--- src/rtl/hsiao_ced_pkg.sv ---
package hsiao_ced_pkg;

    localparam int N_DATA = 7;
    localparam int N_CHK  = 5;

    typedef logic [1:0] dual_t;

    typedef struct packed {
        dual_t rail;
        logic  err;
    } ced_out_t;

    // Data-bit selection for each check bit; bit j set means f(j+1) participates.
    function automatic logic [N_DATA-1:0] chk_mask(input int idx);
        logic [N_DATA-1:0] m;
        case (idx)
            0:       m = 7'b011_0111;
            1:       m = 7'b101_1011;
            2:       m = 7'b110_1101;
            3:       m = 7'b000_1110;
            4:       m = 7'b111_0000;
            default: m = '0;
        endcase
        return m;
    endfunction

endpackage

--- src/rtl/hsiao_enc.sv ---
module hsiao_enc
    import hsiao_ced_pkg::*;
#(
    parameter int ND = N_DATA,
    parameter int NC = N_CHK
) (
    input  logic [ND-1:0] data_i,
    output logic [NC-1:0] chk_o
);
    for (genvar i = 0; i < NC; i++) begin : g_chk
        localparam logic [ND-1:0] MASK = chk_mask(i);
        assign chk_o[i] = ^(data_i & MASK);
    end
endmodule

--- src/rtl/trc_cell.sv ---
module trc_cell
    import hsiao_ced_pkg::*;
(
    input  dual_t a_i,
    input  dual_t b_i,
    output dual_t c_o
);
    assign c_o[0] = (a_i[0] & b_i[0]) | (a_i[1] & b_i[1]);
    assign c_o[1] = (a_i[0] & b_i[1]) | (a_i[1] & b_i[0]);
endmodule

--- src/rtl/trc_chain.sv ---
module trc_chain
    import hsiao_ced_pkg::*;
#(
    parameter int NC = N_CHK
) (
    input  logic [NC-1:0] chk_i,
    input  logic [NC-1:0] pred_i,
    output dual_t         out_o
);
    dual_t pair  [NC];
    dual_t stage [NC];

    // Rail 0 carries the encoder bit, rail 1 the inverted prediction.
    for (genvar i = 0; i < NC; i++) begin : g_pair
        assign pair[i] = {~pred_i[i], chk_i[i]};
    end

    assign stage[0] = pair[0];

    for (genvar i = 1; i < NC; i++) begin : g_cell
        trc_cell u_cell (
            .a_i (stage[i-1]),
            .b_i (pair[i]),
            .c_o (stage[i])
        );
    end

    assign out_o = stage[NC-1];
endmodule

--- src/rtl/hsiao_ced_top.sv ---
module hsiao_ced_top
    import hsiao_ced_pkg::*;
#(
    parameter bit REG_OUT = 1'b1
) (
    input  logic              clk,
    input  logic              rst_n,
    input  logic [N_DATA-1:0] func_i,
    input  logic [N_CHK-1:0]  pred_i,
    output logic [1:0]        rail_o,
    output logic              err_o
);
    localparam ced_out_t RESET_VAL = '{rail: 2'b01, err: 1'b0};

    logic [N_CHK-1:0] enc_chk;
    dual_t            fold;
    ced_out_t         out_d;
    ced_out_t         out_q;

    hsiao_enc #(.ND(N_DATA), .NC(N_CHK)) u_enc (
        .data_i (func_i),
        .chk_o  (enc_chk)
    );

    trc_chain #(.NC(N_CHK)) u_chain (
        .chk_i  (enc_chk),
        .pred_i (pred_i),
        .out_o  (fold)
    );

    always_comb begin
        out_d      = RESET_VAL;
        out_d.rail = fold;
        out_d.err  = ~(fold[0] ^ fold[1]);
    end

    if (REG_OUT) begin : g_reg
        always_ff @(posedge clk or negedge rst_n) begin
            if (!rst_n) begin
                out_q <= RESET_VAL;
            end else begin
                out_q <= out_d;
            end
        end
    end else begin : g_comb
        assign out_q = out_d;
    end

    assign rail_o = out_q.rail;
    assign err_o  = out_q.err;
endmodule

--- config.mk ---
export PLATFORM = sky130hd
export DESIGN_NAME = hsiao_ced_top
export DESIGN_NICKNAME = d
export VERILOG_FILES = /design/src/rtl/hsiao_ced_pkg.sv /design/src/rtl/hsiao_enc.sv /design/src/rtl/trc_cell.sv /design/src/rtl/trc_chain.sv /design/src/rtl/hsiao_ced_top.sv
export SDC_FILE = /design/constraint.sdc
export NUM_CORES = 1
export LEC_CHECK = 0
export BUFFER_PORTS_ARGS = -buffer_cell sky130_fd_sc_hd__buf_2
export CAP_MARGIN = 20
export CELL_PAD_IN_SITES_DETAIL_PLACEMENT = 1
export CELL_PAD_IN_SITES_GLOBAL_PLACEMENT = 2
export CORE_UTILIZATION = 23
export DETAILED_ROUTE_END_ITERATION = 10
export GPL_TIMING_DRIVEN = 0
export PLACE_DENSITY = 0.69
export SKIP_LAST_GASP = 1
export SYNTH_ARGS = -nofsm -noshare
export SYNTH_HDL_FRONTEND = slang
export SYNTH_SLANG_ARGS = --single-unit
--- constraint.sdc ---
create_clock -name clk -period 0.8 [get_ports clk]
set_input_delay 0.12 -clock clk [delete_from_list [all_inputs] [get_ports clk]]
set_output_delay 0.12 -clock clk [all_outputs]
set_load 0.01 [all_outputs]
==> flow_metrics.py, run 1 <==
metrics = {
    "route": {
        "ant_nets": 0,
        "wire_per_inst_um": 11.5,
        "vias_per_cell": 4.84,
        "drt_iter0_drc": 3,
        "num_vias": 334,
        "dr.pass1.iters": 2,
        "wl_um": 791,
        "drc": 0,
    },
    "critical_path": {
        "worstSetupEndpointType": "register",
        "critPathKind": "in -> reg",
        "critPathMaxFanout": 3,
        "crit_arrival_ps": 1460,
        "worstPathRequired_ps": 950,
        "start_kind": "input port",
    },
    "min_path": {
        "min_to": "rail_o[0]",
        "holdCritPathClass": "in -> reg",
        "min_path_cells": 2,
        "min_from": "pred_i[4]",
    },
    "global_route": {
        "gr-total-overflow": 0,
        "grt_first_pass_wirelength_mm": 1.26,
        "grt_max_degree": 5,
        "antenna_found_initial": 0,
        "grt_pass1_vias": 313,
        "grt_use_total": 0.125,
    },
    "clocking": {
        "cts_root_buffer": "clkbuf_4",
        "cts_sinks": 3,
        "clock_path_buffers": 2,
        "cts-htree-levels": 1,
        "numCtsBuffers": 3,
        "clk_pin_slew_ps": 40,
        "cts_tree": "built",
    },
    "floorplan": {
        "pin_count": 17,
        "die-area_sq_mm": 0.00159,
        "dieWidth_um": 39.9,
        "dieHeight_um": 39.9,
        "rows": 13,
        "start_util": 0.251,
        "core-area_sq_mm": 0.00132,
    },
    "yosys": {
        "yosys.area.top_type": "xor2_1",
        "synth_top_cell_area_share": 0.186,
        "yosys_warnings": 0,
        "synth_compound_area_frac": 0.189,
        "postSynthNetCount": 45,
        "synthMuxAreaShare": 0,
        "synthXorXnorAreaFrac": 0.489,
        "synthCells": 31,
        "yosysUniqueCellTypes": 15,
        "synth-adder-area-share": 0,
        "synth_top_family_by_area": "XOR/XNOR gates",
        "yosys_register_bits": 3,
        "yosysSeqAreaShare": 0.231,
        "yosys.area_share.simple": 0.0909,
        "syn_avg_cell_area_sq_um": 10.7,
        "synth_area_sq_um": 330,
        "synth_area_leaders": "xor2_1 19%, xnor2_1 16%, dfrtp_1 15%",
    },
    "timing": {
        "max-slew-margin-rel": 0.738,
        "post-route-period-util": 1.63,
        "max_freq_mhz": 765,
        "setup-violations-final": 6,
        "maxSlewViolCount": 0,
        "rsz0062_at_grt": "true",
        "finalWorstSetupSlack_ps": -507,
        "tns_ps": -1670,
        "period_needed_ps": 1310,
        "max_slew.worst_pin.slew_ps": 390,
        "finalHoldViolCount": 0,
    },
    "pwr": {
        "cellPowerDensity_mw_per_mm2": 1750,
        "leakage_uw": 0.000234,
        "irDropWorstVdd_v": 0.000437,
    },
    "job": {
        "maxCapViolCount": 0,
    },
    "status": {
        "run_status": "finished with violations",
        "violations": "setup timing",
    },
    "placement": {
        "globalplace.congestion": 0.674,
        "dpl.cell_count": 62,
        "place.port_buffers": 16,
        "post-dp-hpwl_um": 642,
    },
    "layout": {
        "drive_gt1_frac": 0.463,
        "nets": 69,
        "antenna_cells": 0,
        "final_common_cell": "buf_2",
        "layout_common_cells": "11 x buf_2, 7 x xor2_1, 6 x xnor2_1",
        "fin_cells": 69,
        "area_growth_pct": 59.1,
    },
}
## synth_stat cells (all sizes together)
master and number:
xor3 1, dfrtp 2, dfstp 1, xnor3 1
or3b 1, nand3 1, nand4 1, o211ai 1
xnor2 6, a22oi 2, or3 1, o221ai 1
xor2 7, o22ai 4, nand2 1
## critical path, cell delays in order
cell	delay (ps)
buf_8	70
xor3_1	440
or3_1	360
o211ai_1	130
a22oi_1	130
o22ai_1	210
## sequential cells by signal, summed over array words and instances, names as in the netlist
name,flops
err_o,1
rail_o,2
## stage by stage
| stage | hold WS, ps | utilization | power (uW) | setup WS, ps | area, sq um |
|---|---|---|---|---|---|
| after floorplan | -176 | - | 471 | -551 | 330 |
| after global placement | -87.7 | 0.326 | 580 | -754 | 429 |
| after detailed placement | -80.5 | 0.326 | 594 | -806 | 429 |
| after CTS | 95.0 | 0.391 | 933 | -493 | 515 |
| after global routing | 106 | 0.399 | 1010 | -567 | 526 |
| final | 107 | 0.399 | 918 | -507 | 526 |
## where the power goes
part | internal (uW) | leakage [uW] | total [uW] | switching, uW
Combinational | 238 | 0.000187 | 446 | 208
Clock | 187 | 0.0000150 | 265 | 77.9
Sequential | 196 | 0.0000322 | 207 | 11.3
## metal layers
| layer | global-route usage | wire length, um | vias to the layer above |
|---|---|---|---|
| met2 | 0.242 | 491 | 13 |
| met4 | 0.0776 | 0 | 0 |
| met5 | 0 | 0 | - |
| met3 | 0.0398 | 52 | 0 |
| li1 | - | - | 166 |
| met1 | 0.104 | 247 | 155 |
## what timing repair did
item                       4_1_cts  5_1_grt
hold buffers                     1        0
gates resized for setup          8        3
hold endpoints to repair         3        0
cloned                           0        0
setup endpoints to repair        6        6
setup buffers                    2        0
pin swaps                        8        5
## final cells by class
class	instances	area [sq um]
clock buffer	4	26.3
multi-input combinational	28	260
tap	15	18.8
fill	162	792
sequential	3	76.3
timing repair buffer	19	144
## worst max-delay path by stage
stage                    from   endpoint  slack, ps  cells after the start
CTS                 func_i[4]  rail_o[0]       -490                      6
global placement    func_i[2]      err_o       -750                      6
global route        func_i[0]  rail_o[0]       -570                      6
detailed placement  func_i[2]  rail_o[0]       -810                      6
finish              func_i[0]  rail_o[0]       -510                      6
floorplan           func_i[2]      err_o       -550                      5
## logic make-up (layout without fill, tap and decap cells)
group,Yosys count,count (layout)
xor gates and xnor gates,15,15
AOI/OAI and AO/OA,8,8
and+or+nand+nor,5,5
DFF,3,3
buffers and inverters,0,23
Power figures use the tool's default switching activity.
==> run 2: changes to the inputs <==
--- a/config.mk
+++ b/config.mk
@@ -12,8 +12,9 @@
 export CORE_UTILIZATION = 23
 export DETAILED_ROUTE_END_ITERATION = 10
 export GPL_TIMING_DRIVEN = 0
-export PLACE_DENSITY = 0.69
+export PLACE_DENSITY = 0.7
 export SKIP_LAST_GASP = 1
 export SYNTH_ARGS = -nofsm -noshare
 export SYNTH_HDL_FRONTEND = slang
+export SYNTH_HIERARCHICAL = 1
 export SYNTH_SLANG_ARGS = --single-unit
==> constraint.sdc (replaced) <==
create_clock -name clk -period 1.5 [get_ports clk]
set_input_delay 0.225 -clock clk [delete_from_list [all_inputs] [get_ports clk]]
set_output_delay 0.225 -clock clk [all_outputs]
set_load 0.01 [all_outputs]
==> flow_metrics.py, run 2 <==
metrics = {
    "clocking": {
        "numCtsBuffers": 3,
        "cts_tree": "built",
        "cts_sinks": 3,
        "clk_pin_slew_ps": 40,
        "cts_root_buffer": "clkbuf_4",
        "clock_path_buffers": 2,
        "cts-htree-levels": 1,
    },
    "route": {
        "ant_nets": 0,
        "wl_um": 728,
        "num_vias": 283,
        "wire_per_inst_um": 11.4,
        "dr.pass1.iters": 2,
        "vias_per_cell": 4.42,
        "drc": 0,
        "drt_iter0_drc": 3,
    },
    "placement": {
        "globalplace.congestion": 0.612,
        "dpl.cell_count": 57,
        "post-dp-hpwl_um": 619,
        "place.port_buffers": 16,
    },
    "layout": {
        "layout_common_cells": "13 x buf_2, 8 x a22o_1, 5 x xnor2_1, 5 x inv_1",
        "drive_gt1_frac": 0.480,
        "fillers": 142,
        "area_growth_pct": 63.7,
        "nets": 65,
        "fin_cells": 64,
        "largest_reg_flops": 2,
        "final_common_cell": "buf_2",
        "antenna_cells": 0,
    },
    "yosys": {
        "yosysUniqueCellTypes": 8,
        "yosysSeqAreaShare": 0.246,
        "syn_avg_cell_area_sq_um": 11.5,
        "synth_area_leaders": "a22o_1 23%, xnor3_1 22%, dfrtp_1 16%",
        "yosys_warnings": 6,
        "netlist_top_cells_count": "8 x a22o_1, 5 x inv_1, 5 x xnor2_1, 3 x xnor3_1",
        "yosys_register_bits": 3,
        "synth_edf_count": 0,
        "postSynthNetCount": 41,
        "async_flop_share": 1.00,
        "synth_flop_cell": "dfrtp_1",
        "synth_area_sq_um": 310,
        "yosys.area.top_type": "a22o_1",
        "synthCells": 27,
        "synth_most_common_cell": "a22o_1",
        "synth_top_cell_area_share": 0.226,
    },
    "timing": {
        "max_slew.worst_pin.slew_ps": 258,
        "max-slew-margin-rel": 0.827,
        "finalHoldViolCount": 0,
        "period_needed_ps": 1820,
        "tns_ps": -674,
        "max_freq_mhz": 549,
        "finalWorstSetupSlack_ps": -322,
        "post-route-period-util": 1.21,
        "setup-violations-final": 3,
        "maxSlewViolCount": 0,
        "rsz0062_at_grt": "true",
    },
    "critical_path": {
        "critPathKind": "in -> reg",
        "start_kind": "input port",
        "critPathMaxFanout": 2,
        "crit_arrival_ps": 1940,
        "worstPathRequired_ps": 1610,
        "crit_path_start": "func_i[3]",
        "worstSetupEndpointType": "register",
    },
    "floorplan": {
        "die-area_sq_mm": 0.00150,
        "rows": 12,
        "pin_count": 17,
        "core-area_sq_mm": 0.00119,
        "dieWidth_um": 38.7,
        "dieHeight_um": 38.7,
        "start_util": 0.262,
    },
    "pwr": {
        "cellPowerDensity_mw_per_mm2": 1030,
        "leakage_uw": 0.000269,
        "irDropWorstVdd_v": 0.000279,
    },
    "global_route": {
        "grt_first_pass_wirelength_mm": 1.13,
        "grt_use_total": 0.121,
        "antenna_found_initial": 0,
        "grt_max_degree": 4,
        "gr-total-overflow": 0,
        "grt_pass1_vias": 302,
    },
    "status": {
        "run_status": "finished with violations",
        "violations": "setup timing",
    },
    "job": {
        "maxCapViolCount": 0,
    },
    "min_path": {
        "holdCritPathClass": "in -> async",
    },
}
## run 2: timing repair
| item | 4_1_cts | 5_1_grt |
|---|---|---|
| endpoints found under the setup margin | 3 | 3 |
| endpoints found under the hold margin | 3 | 0 |
| gates resized for setup | 6 | 0 |
| setup buffers | 2 | 0 |
| cloned | 0 | 0 |
| hold buffers | 1 | 0 |
| pin swaps | 2 | 1 |
## run 2: final timing paths
check	cells after the start	endpoint	slack [ps]
max	8	err_o	-320
max in group asynchronous	2	rail_o[0]	980
min	2	err_o	320
min in group clk	3	rail_o[0]	320
## run 2: per-stage QoR
step / power [uW] / area [sq um] / setup slack (ps) / utilization / hold WS [ps]
global route: 563 / 508 / -390 / 0.428 / 324
floorplan: 293 / 329 / -363 / - / -70.6
CTS: 537 / 508 / -317 / 0.428 / 310
detailed placement: 370 / 427 / -627 / 0.360 / 25.4
finish: 523 / 508 / -322 / 0.428 / 321
global placement: 360 / 427 / -566 / 0.360 / 16.6
## run 2: final cells by class
type / count / area (sq um) / share of cell area
clock buffer: 4 / 26.3 / 0.0517
multi-input combinational: 19 / 245 / 0.483
timing repair buffer: 19 / 124 / 0.244
tap: 14 / 17.5 / 0.0345
sequential: 3 / 76.3 / 0.150
inverter: 5 / 18.8 / 0.0369
## run 2: kinds of logic after synthesis
kind of cell | count (synthesis) | share of synthesized area
buf+inv | 5 | 0.0605
compound gates | 8 | 0.226
flops | 3 | 0.246
xor+xnor | 11 | 0.468
## run 2: power breakdown
group,switching [uW],internal (uW),leakage [uW]
registers,7.34,117,0.0000343
clock network,39.7,99.5,0.0000150
logic,114,146,0.000220
total,161,362,0.000269
## run 2: metal layers
| layer | track usage | vias to the layer above | part of all wire |
|---|---|---|---|
| met5 | 0 | - | 0 |
| li1 | - | 141 | - |
| met2 | 0.208 | 14 | 0.53 |
| met3 | 0.0347 | 2 | 0.081 |
| met1 | 0.105 | 126 | 0.37 |
| met4 | 0.129 | 0 | 0.016 |
## run 2: critical path, cell delays in order
cell	delay (ps)
buf_6	70
xnor3_1	400
xnor2_1	160
a22o_1	250
a22o_1	230
a22o_1	230
a22o_1	240
xnor2_1	130
==> run 3: changes to the inputs <==
--- a/config.mk
+++ b/config.mk
@@ -9,10 +9,11 @@
 export CAP_MARGIN = 20
 export CELL_PAD_IN_SITES_DETAIL_PLACEMENT = 1
 export CELL_PAD_IN_SITES_GLOBAL_PLACEMENT = 2
+export CORE_MARGIN = 8
 export CORE_UTILIZATION = 23
 export DETAILED_ROUTE_END_ITERATION = 10
 export GPL_TIMING_DRIVEN = 0
-export PLACE_DENSITY = 0.7
+export PLACE_DENSITY = 0.79
 export SKIP_LAST_GASP = 1
 export SYNTH_ARGS = -nofsm -noshare
 export SYNTH_HDL_FRONTEND = slang
==> constraint.sdc (replaced) <==
create_clock -name clk -period 1.5 [get_ports clk]
set_input_delay 0.075 -clock clk [delete_from_list [all_inputs] [get_ports clk]]
set_output_delay 0.075 -clock clk [all_outputs]
set_load 0.01 [all_outputs]
==> flow_metrics.py, run 3 (synthesis gave the netlist of run 2 again) <==
metrics = {
    "status": {
        "run_status": "finished with violations",
        "violations": "setup timing",
    },
    "placement": {
        "dpl.cell_count": 58,
        "post-dp-hpwl_um": 635,
        "preCtsSetupSlack_ps": -429,
        "place.port_buffers": 16,
        "globalplace.congestion": 0.668,
    },
    "critical_path": {
        "critPathKind": "in -> reg",
        "worstPathRequired_ps": 1620,
        "critPathMaxFanout": 2,
        "crit_arrival_ps": 1800,
        "worstSetupEndpointType": "register",
        "start_kind": "input port",
    },
    "timing": {
        "setup-violations-final": 3,
        "period_needed_ps": 1670,
        "post-route-period-util": 1.12,
        "max_freq_mhz": 597,
        "tns_ps": -358,
        "rsz0062_at_grt": "true",
        "max-slew-margin-rel": 0.797,
        "finalWorstSetupSlack_ps": -175,
        "holdWs_ps": 157,
        "max_slew.worst_pin.slew_ps": 303,
        "finalHoldViolCount": 0,
        "maxSlewViolCount": 0,
    },
    "clocking": {
        "clock_path_buffers": 2,
        "numCtsBuffers": 3,
        "cts_tree": "built",
        "cts-htree-levels": 1,
        "clk_pin_slew_ps": 40,
        "cts_root_buffer": "clkbuf_4",
        "cts_sinks": 3,
    },
    "pwr": {
        "leakage_uw": 0.000291,
        "p_clk_frac": 0.263,
        "sw_frac_of_total": 0.313,
        "p_comb_frac": 0.517,
        "p_int_uw": 382,
        "irDropWorstVdd_v": 0.000240,
        "cellPowerDensity_mw_per_mm2": 1020,
        "p_sw_uw": 175,
        "power_frac_seq": 0.220,
    },
    "layout": {
        "area_growth_pct": 76.6,
        "largest_reg_flops": 2,
        "layout_common_cells": "11 x buf_2, 8 x a22o_1, 5 x buf_4, 5 x inv_1, 4 x xnor2_1",
        "fillers": 156,
        "fin_cells": 67,
        "drive_gt1_frac": 0.519,
        "antenna_cells": 0,
        "multi_input_area_sq_um": 253,
        "regArea_sq_um": 76.3,
        "nets": 67,
        "final_common_cell": "buf_2",
    },
    "route": {
        "routed-wl-met2_um": 525,
        "vias_per_cell": 4.48,
        "ant_nets": 0,
        "wl_met1_um": 246,
        "drt_iter0_drc": 0,
        "wire_per_inst_um": 13.1,
        "met3WireLength_um": 75,
        "wl_um": 875,
        "dr.pass1.iters": 1,
        "top_layer": "met4",
        "drc": 0,
        "num_vias": 300,
    },
    "min_path": {
        "holdCritPathClass": "in -> async",
    },
    "floorplan": {
        "rows": 13,
        "core-area_sq_mm": 0.00128,
        "dieWidth_um": 52.7,
        "die-area_sq_mm": 0.00278,
        "pin_count": 17,
        "start_util": 0.241,
        "dieHeight_um": 52.7,
    },
    "global_route": {
        "grt_use_total": 0.0691,
        "gr-total-overflow": 0,
        "antenna_found_initial": 0,
        "grt_pass1_vias": 313,
        "grt_max_degree": 4,
        "grt_first_pass_wirelength_mm": 1.30,
    },
    "job": {
        "maxCapViolCount": 0,
    },
}
[run 3: changes by cell type in the layout (fill, tap and decap cells not counted)]
cell     delta
buf_2       -2
buf_4       +3
buf_6       -1
xnor2_1     -1
xnor2_2     +1
buf_8       +2
[run 3: worst max-delay path, stage by stage]
cell	delay [ps]
buf_8	70
xnor3_1	410
xnor2_2	150
a22o_1	250
a22o_1	230
a22o_1	230
a22o_1	260
xnor2_1	130
[run 3: area by class of cell]
cell class,count,share of cell area
inverter,5,0.0342
sequential,3,0.139
multi-input combinational,19,0.461
timing repair buffer,21,0.283
clock buffer,4,0.0479
tap,15,0.0342
[run 3: final timing paths]
kind / startpoint / end / slack (ps) / depth (start not counted)
worst max-delay path: func_i[6] / err_o / -170 / 8
worst min-delay path: rst_n / err_o / 160 / 2
max in group asynchronous: rst_n / rail_o[0] / 1150 / 2
min in group clk: pred_i[4] / rail_o[1] / 230 / 3
[run 3: what timing repair did]
item	4_1_cts	5_1_grt
hold buffers	1	0
cloned	0	0
pin swaps	4	5
endpoints found under the hold margin	3	0
gates resized for setup	11	2
endpoints found under the setup margin	3	3
buffers inserted	2	2
[run 3: power groups by stage]
stage / Clock [uW] / Sequential, uW / Combinational [uW]
finish: 146 / 122 / 288
floorplan: 0 / 142 / 151
global placement: 0 / 123 / 239
global route: 168 / 129 / 312
CTS: 154 / 123 / 265
detailed placement: 0 / 123 / 243
[run 3: routing by layer]
layer	vias to the layer above	GRT usage
met4	0	0.0776
met3	3	0.0313
li1	143	-
met1	143	0.0505
met5	-	0
met2	11	0.121
[run 3: through the flow]
step	util	total power [uW]	instance area (sq um)
floorplan	-	293	329
global placement	0.333	362	428
detailed placement	0.333	366	428
CTS	0.404	541	519
global route	0.426	609	548
finish	0.426	557	548
